**src/rtl/cmd_reg_port.sv**
```systemverilog
module cmd_reg_port #(
  parameter int SYNC_STAGES = 2
) (
  input  logic        clk,
  input  logic        rst_n,
  input  logic        bus_4bit,
  input  logic        cs_n,
  input  logic        rd_n,
  input  logic        wr_n,
  input  logic        cd_sel,
  input  logic        hi_sel,
  input  logic [7:0]  din,
  output logic [7:0]  dout,
  input  logic [3:0]  det_flag_in,
  output logic        srq_n,
  output logic [7:0]  init_pulse,
  output logic [7:0]  pwr_dn,
  output logic [7:0]  mute,
  output logic [7:0]  noise_en,
  output logic [2:0]  noise_lvl,
  output logic [3:0]  det_en,
  output logic [12:0] det_level,
  output logic [5:0]  det_time,
  output logic [7:0]  att_lvl,
  output logic [7:0]  thru,
  output logic [3:0]  loopback,
  output logic        sync_mode
);
  localparam int BW = 13;
  localparam logic [BW-1:0] IDLE = 13'h1C00;
  localparam int NREG = 16;

  logic [BW-1:0] sq [SYNC_STAGES+1];
  logic [BW-1:0] cur, prv;
  logic [7:0]    rf [NREG];
  logic [3:0]    cmd_q;
  logic [3:0]    flg_q;

  always_ff @(posedge clk or negedge rst_n) begin
    if (!rst_n) begin
      for (int i = 0; i <= SYNC_STAGES; i++) sq[i] <= IDLE;
    end else begin
      sq[0] <= {cs_n, rd_n, wr_n, cd_sel, hi_sel, din};
      for (int i = 1; i <= SYNC_STAGES; i++) sq[i] <= sq[i-1];
    end
  end

  assign cur = sq[SYNC_STAGES-1];
  assign prv = sq[SYNC_STAGES];

  function automatic logic [7:0] wmask(input logic [3:0] c);
    case (c)
      4'd2, 4'd3, 4'd4, 4'd8, 4'd11, 4'd12: wmask = 8'hFF;
      4'd5:  wmask = 8'h07;
      4'd6:  wmask = 8'h0F;
      4'd9:  wmask = 8'h1F;
      4'd10: wmask = 8'h3F;
      4'd13: wmask = 8'h0F;
      4'd14: wmask = 8'h01;
      default: wmask = 8'h00;
    endcase
  endfunction

  wire       commit = !prv[12] && prv[11] && !prv[10] && cur[10];
  wire       cmd_wr = commit && prv[9];
  wire       dat_wr = commit && !prv[9];
  wire [7:0] lanes  = bus_4bit ? (prv[8] ? 8'hF0 : 8'h0F) : 8'hFF;
  wire [7:0] wword  = bus_4bit ? {prv[3:0], prv[3:0]} : prv[7:0];
  wire [7:0] wmsk   = wmask(cmd_q);

  always_ff @(posedge clk or negedge rst_n) begin
    if (!rst_n) begin
      for (int i = 0; i < NREG; i++) rf[i] <= '0;
      cmd_q      <= '0;
      init_pulse <= '0;
      flg_q      <= '0;
    end else begin
      flg_q      <= det_flag_in;
      init_pulse <= (dat_wr && cmd_q == 4'd1) ? (wword & lanes) : '0;
      if (cmd_wr) cmd_q <= prv[3:0];
      if (dat_wr)
        rf[cmd_q] <= ((rf[cmd_q] & ~lanes) | (wword & lanes)) & wmsk;
    end
  end

  wire [3:0] flg_act = flg_q & rf[6][3:0];
  wire       rd_act  = !cur[12] && !cur[11] && cur[10] && !cur[9];
  wire [7:0] rval    = (cmd_q == 4'd7) ? {4'b0, flg_act} : rf[cmd_q];
  wire [7:0] rsel    = bus_4bit ? {4'b0, cur[8] ? rval[7:4] : rval[3:0]} : rval;

  assign dout      = rd_act ? rsel : 8'h00;
  assign srq_n     = ~|flg_act;
  assign pwr_dn    = rf[2];
  assign mute      = rf[3];
  assign noise_en  = rf[4];
  assign noise_lvl = rf[5][2:0];
  assign det_en    = rf[6][3:0];
  assign det_level = {rf[9][4:0], rf[8]};
  assign det_time  = rf[10][5:0];
  assign att_lvl   = rf[11];
  assign thru      = rf[12];
  assign loopback  = rf[13][3:0];
  assign sync_mode = rf[14][0];
endmodule

```
**config.mk**
```make
export PLATFORM = sky130hd
export DESIGN_NAME = cmd_reg_port
export DESIGN_NICKNAME = d
export VERILOG_FILES = /design/src/rtl/cmd_reg_port.sv
export SDC_FILE = /design/constraint.sdc
export NUM_CORES = 1
export LEC_CHECK = 0
export BUFFER_PORTS_ARGS = -buffer_cell sky130_fd_sc_hd__buf_2
export CAP_MARGIN = 20
export CORE_ASPECT_RATIO = 0.5
export CORE_MARGIN = 2
export CORE_UTILIZATION = 58
export CTS_BUF_LIST = sky130_fd_sc_hd__clkbuf_16
export DETAILED_ROUTE_END_ITERATION = 6
export PLACE_DENSITY = 0.8
export SLEW_MARGIN = 20
export SYNTH_ARGS = -nofsm -noshare
export SYNTH_HDL_FRONTEND = slang
export SYNTH_SLANG_ARGS = --single-unit
```
**constraint.sdc**
```tcl
create_clock -name clk -period 3.4 [get_ports clk]
set_input_delay 0.17 -clock clk [delete_from_list [all_inputs] [get_ports clk]]
set_output_delay 0.17 -clock clk [all_outputs]
set_load 0.02 [all_outputs]
```
# After elaboration in Yosys (flattened, before gate mapping)
# Memory sizes are Yosys's and may differ from the RTL's.
# Cells that the tools add are included.
dict set report word_totals {
  reg_bits 183
  romBits 128
  input_bits 20
  out_inout_bits 88
  wordCells 66
  mem_count 1
}
# memory depth word_bits rd rd_ports_with_merged_regs write_ports line
set mem_list {}
lappend mem_list {{(no name shown)} 16 8 1 0 0 52} ;# case (c)
dict set report op_classes {
  magnitude_cmp 2
  n_eq_ne 2
  n_mux 14
  bitwise 7
  reduce_logical 18
}
# cell n
set ops {}
lappend ops {{$bwmux 128} 1}
lappend ops {{$mux 8} 10}
lappend ops {{$bmux 8 s4} 1}
lappend ops {{$demux 8 s4} 1}
lappend ops {{$and 8x8->8} 3}
lappend ops {{$logic_and 1x1->1} 10}
lappend ops {{$not 8->8} 1}
lappend ops {{$or 8x8->8} 1}
lappend ops {{$logic_not 1->1} 7}
lappend ops {{$ge 5x5->1 const B} 1}
lappend ops {{$lt 5x1->1 const B} 1}
lappend ops {{$not 4->5} 1}
lappend ops {{$and 4x4->4} 1}
lappend ops {{$eq 4x1->1 const B} 1}
lappend ops {{$eq 4x3->1 const B} 1}
lappend ops {{$mux 4} 1}
lappend ops {{$reduce_or 4->1} 1}

# Depth between registers and ports, before layout
dict set report logic_depth {
  ltp_word 8
  ltp_mapped 10
  depth_no_buf 6
}

# Worst setup path after synthesis
# Ideal clock, no wire load.
dict set report synth_timing {
  path_type {reg2reg}
  startpoint {reg cmd_q[0]}
  endpoint {reg rf, in the netlist pwr_dn[6]}
  setup_ns 0.125
  t_arrival_ns 2.214
  required_time_ns 3.275
  slack_ns 1.061
  stages_incl_launch_ff 9
  n_path_buf 3
  period_less_slack_ns 2.339
  path_cell_list {dfrtp_1 -> buf_6 -> buf_6 -> mux4_2 -> mux2_2 -> a2bb2oi_2 -> a311oi_2 -> buf_2 -> mux2_2}
}
dict set report synth_between {
  elab_chain_len 8
  word_cells_on_any_way 14
  classes_between {order compare (2); mux (6); bitwise (4); reduce/logical (1); memory (1)}
}
# item line
set synth_rtl {}
lappend synth_rtl {{from (decl)} 36} ;# logic [3:0] cmd_q;
lappend synth_rtl {{from (signal assigned)} 80} ;# if (cmd_wr) cmd_q <= prv[3:0];
lappend synth_rtl {{$not 4->5} 82} ;# rf[cmd_q] <= ((rf[cmd_q] & ~lanes) | (wword & lanes)) & wmsk;
lappend synth_rtl {{$bmux 8 s4} 82}
lappend synth_rtl {{$mux 8 (implied by the code) (2 in a row)} 82}
lappend synth_rtl {{$and 8x8->8} 82}
lappend synth_rtl {{$or 8x8->8} 82}
lappend synth_rtl {{$and 8x8->8} 82}
lappend synth_rtl {{$bwmux 128 (*)} 82}
lappend synth_rtl {{to (signal, indexed assignment)} 82}
lappend synth_rtl {{to (decl)} 35} ;# logic [7:0] rf [NREG];
# Every way passes the cells marked *; elsewhere a longest branch is shown, timed or not. The select of a mux whose other input is x is not followed.
# A chain may end at the register's enable or synchronous reset.

# Worst setup path in the final report
dict set report layout_timing {
  startpoint {reg cmd_q[0]}
  endpoint {out dout[2]}
}
dict set report layout_between {
  elab_chain_len 8
  word_cells_on_any_way 9
  classes_between {eq/ne (1); mux (7); bitwise (1)}
}
# item line
set layout_rtl {}
lappend layout_rtl {{$not 4->5 (implied by the code)} 88} ;# wire [7:0] rval = (cmd_q == 4'd7) ? {4'b0, flg_act} : rf[cmd_q];
lappend layout_rtl {{$bmux 8 s4} 88}
lappend layout_rtl {{$mux 8 (implied by the code) (2 in a row)} 88}
lappend layout_rtl {{$mux 8 (*)} 88}
lappend layout_rtl {{$mux 4} 89} ;# wire [7:0] rsel = bus_4bit ? {4'b0, cur[8] ? rval[7:4] : rval[3:0]} : rval;
lappend layout_rtl {{$mux 8 (*)} 89}
lappend layout_rtl {{$mux 8 (*)} 91} ;# assign dout = rd_act ? rsel : 8'h00;
lappend layout_rtl {{to (decl)} 13} ;# output logic [7:0] dout,
# Marked as above.

==> flow_summary.json <==
{
  "status": "completed",
  "clock-root-buffer": "clkbuf_16",
  "grt_pass1_wl_um": 33500,
  "drt_iter0_markers": 688,
  "synthFlopType": "dfrtp_1",
  "multiInputGateArea_mm2": 0.00307,
  "drive_gt1_share_pct": 29.7,
  "num_vias": 6068,
  "synth.top_cell.area_share_pct": 52.0,
  "fin_ws_ps": 219,
  "worstPathArrival_ps": 3010,
  "post-route-drc-count": 0,
  "routed_via_density": 6.01,
  "hold_buffers": 18,
  "clkSinkCount": 183,
  "netSwitchingFraction_pct": 33.4,
  "p_leak_uw": 0.00429,
  "synth_area_mm2": 0.00838,
  "max_slew_margin_pct": 31.7,
  "p_clk_share_pct": 32.8,
  "start_util_pct": 60.6,
  "worst_pin_slew_ps": 1010,
  "post-cts-setup-buffers": 0,
  "synth-compound-area-share_pct": 9.72,
  "synth-simple-area-share_pct": 11.5,
  "track_usage_pct": 29.4,
  "rsz0062_at_grt": "false",
  "setup_viol": 0,
  "synth-seq-cells": 183,
  "synthCells": 740,
  "crit_path_start_kind": "flop",
  "dp_hpwl_um": 14800,
  "floorplan.die_area_mm2": 0.0155,
  "ioPinCount": 108,
  "maxCapViolations": 0,
  "synthesis.nets": 765,
  "final_net_count": 828,
  "clock_path_buffers": 2,
  "yosys_warnings": 0,
  "postRouteAntennaNets": 0,
  "overflow": 0,
  "power_density_mw_per_mm2": 637,
  "die_width_um": 174,
  "grt_pass1_vias": 6037,
  "setup_tns_ps": 0,
  "synth-edff-count": 0,
  "postSynthAreaPerCell_um2": 11.3,
  "antenna_found_initial": 1,
  "fillerInstances": 1008,
  "intPower_uw": 4000,
  "synth_top_family_by_area": "multiplexers",
  "r2r_end": "rf[127]",
  "clk_pin_slew_worst_paths_ps": 70,
  "routedWlPerCell_um": 21.5,
  "synth-adder-area-share_pct": 0.747,
  "worstSetupStartpoint": "cmd_q[0]",
  "clkLatencyLatePin_ps": 430,
  "async_reset_ff_share_pct": 100,
  "finalMaxSlewViolations": 0,
  "cts_tree": "done",
  "gp_congestion": 0.964,
  "grt_max_degree": 96,
  "place_area_mm2": 0.00866,
  "crit_fanout": 18,
  "synth.distinct_cells": 42,
  "cp-end-kind": "primary output",
  "yosysMostFrequentCell": "dfrtp_1",
  "synth_sequential_area_ratio_pct": 54.8,
  "r2r_cells": 6,
  "seq_power_share_pct": 43.6,
  "post-route-cell-area_mm2": 0.00944,
  "pre_cts_slack_ps": 375,
  "die_height_um": 89.0,
  "endpoint": "dout[2]",
  "synth_xor_area_share_pct": 0,
  "hp-start": "bus_4bit",
  "clock_skew_ps": 12.1,
  "finalCriticalPeriod_ps": 3180,
  "path_class": "reg2out",
  "crit_chain": "buf_4, mux4_2, mux2_2, o21ai_0, o32ai_1, buf_2",
  "wl_um": 21700,
  "first_pass_iters": 6,
  "area_delta_synth_final_pct": 12.7,
  "ir_worst_vdd_uv": 346,
  "rr_startpoint": "cmd_q[0]",
  "p_sw_uw": 2010,
  "fin_crit_sh_pct": 93.6,
  "ff_latch_area_mm2": 0.00459,
  "cp_slowest_cell": "dfrtp_2",
  "fmax_ghz": 0.314,
  "coreArea_mm2": 0.0138,
  "synth_area_leaders": "dfrtp_1 52%, mux4_2 8.9%, nand2_1 6.7%",
  "synth_mux_area_share_pct": 14.5,
  "h-tree-depth": 4,
  "holdWs_ps": 212,
  "post-route-util_pct": 68.4,
  "cts_buffers": 17,
  "final_hold_viol_count": 0,
  "yosysTopAreaCell": "dfrtp_1",
  "fp-row-count": 30,
  "cp_data_required_time_ps": 3230,
  "critPathMaxStageDelay_ps": 730,
  "hp-class": "in2reg",
  "ys_top_cells_by_count": "174 x dfrtp_1, 150 x nand2_1, 98 x o21ai_0",
  "regToRegSetupSlack_ps": 300,
  "port_buffers": 107,
  "power_frac_comb_pct": 23.6,
  "cts_resized": 0
}
[registers in the layout (all words and copies together) (netlist names)]
name,count
flg_q,4
loopback,4
thru,8
rf,57
noise_en,8
cmd_q,4
init_pulse,8
cur,13
det_level,13
sq,13
mute,8
att_lvl,8
det_time,6
pwr_dn,8
prv,13
noise_lvl,3
det_en,4
sync_mode,1
[worst min-delay path by stage]
| stage | slack, ps | to | depth (start not counted) |
|---|---|---|---|
| finish | 210 | init_pulse[6] | 3 |
| global route | 250 | init_pulse[6] | 3 |
| CTS | 210 | init_pulse[6] | 3 |
| detailed placement | 280 | sq[38] | 1 |
| global placement | 280 | sq[38] | 1 |
| floorplan | -130 | att_lvl[0] | 0 |
[power by group through the flow]
stage                     clock (uW)  sequential [uW]  combinational [uW]
after floorplan                    0             2540                1090
after global placement             0             2640                1330
final                           1970             2620                1420
after detailed placement           0             2650                1360
after global routing            2080             2650                1530
after CTS                       1980             2620                1390
[metrics by stage]
stage	cells	total power, uW
floorplan	740	3630
detailed placement	958	4010
global route	1008	6250
global placement	958	3980
finish	1009	6010
CTS	1008	5980
[layout by cell type, fill, tap and decap left out, drive strengths merged, types with 17 or more instances in the layout]
cell	count
dfrtp	174
nand2	150
buf	137
o21ai	99
mux4	33
mux2	26
o31ai	19
mux2i	18
nand3	18
dlygate4sd3	18
nor2	17
clkbuf	17
[kinds of logic after synthesis]
family / Yosys count
fa+ha+maj: 5
flops: 183
mux: 77
simple gates: 222
compound gates: 140
buf+inv: 113
[worst max-delay path, delay by kind of cell (launching register included)]
| kind | cells | cell delay (ps) |
|---|---|---|
| muxes | 2 | 780 |
| buffers and inverters | 2 | 440 |
| DFF | 1 | 730 |
| AOI/OAI and AO/OA | 2 | 620 |
[area by class of cell]
| cell class | count | area share, % |
|---|---|---|
| Clock buffer | 17 | 4.51 |
| Antenna cell | 1 | 0.0265 |
| Sequential cell | 183 | 48.6 |
| Multi-Input combinational cell | 444 | 32.5 |
| Tap cell | 192 | 2.54 |
| Inverter | 2 | 0.0795 |
| Clock inverter | 15 | 1.71 |
| Timing Repair Buffer | 155 | 10.0 |
[metal layers]
| layer | part of all wire, % | track usage (%) | wire [um] |
|---|---|---|---|
| met1 | 42 | 40.6 | 9050 |
| met2 | 44 | 44.3 | 9600 |
| met3 | 13 | 11.3 | 2830 |
| met4 | 1.2 | 8.63 | 254 |
| met5 | 0 | 0 | 0 |
(Power assumes the default switching activity.)
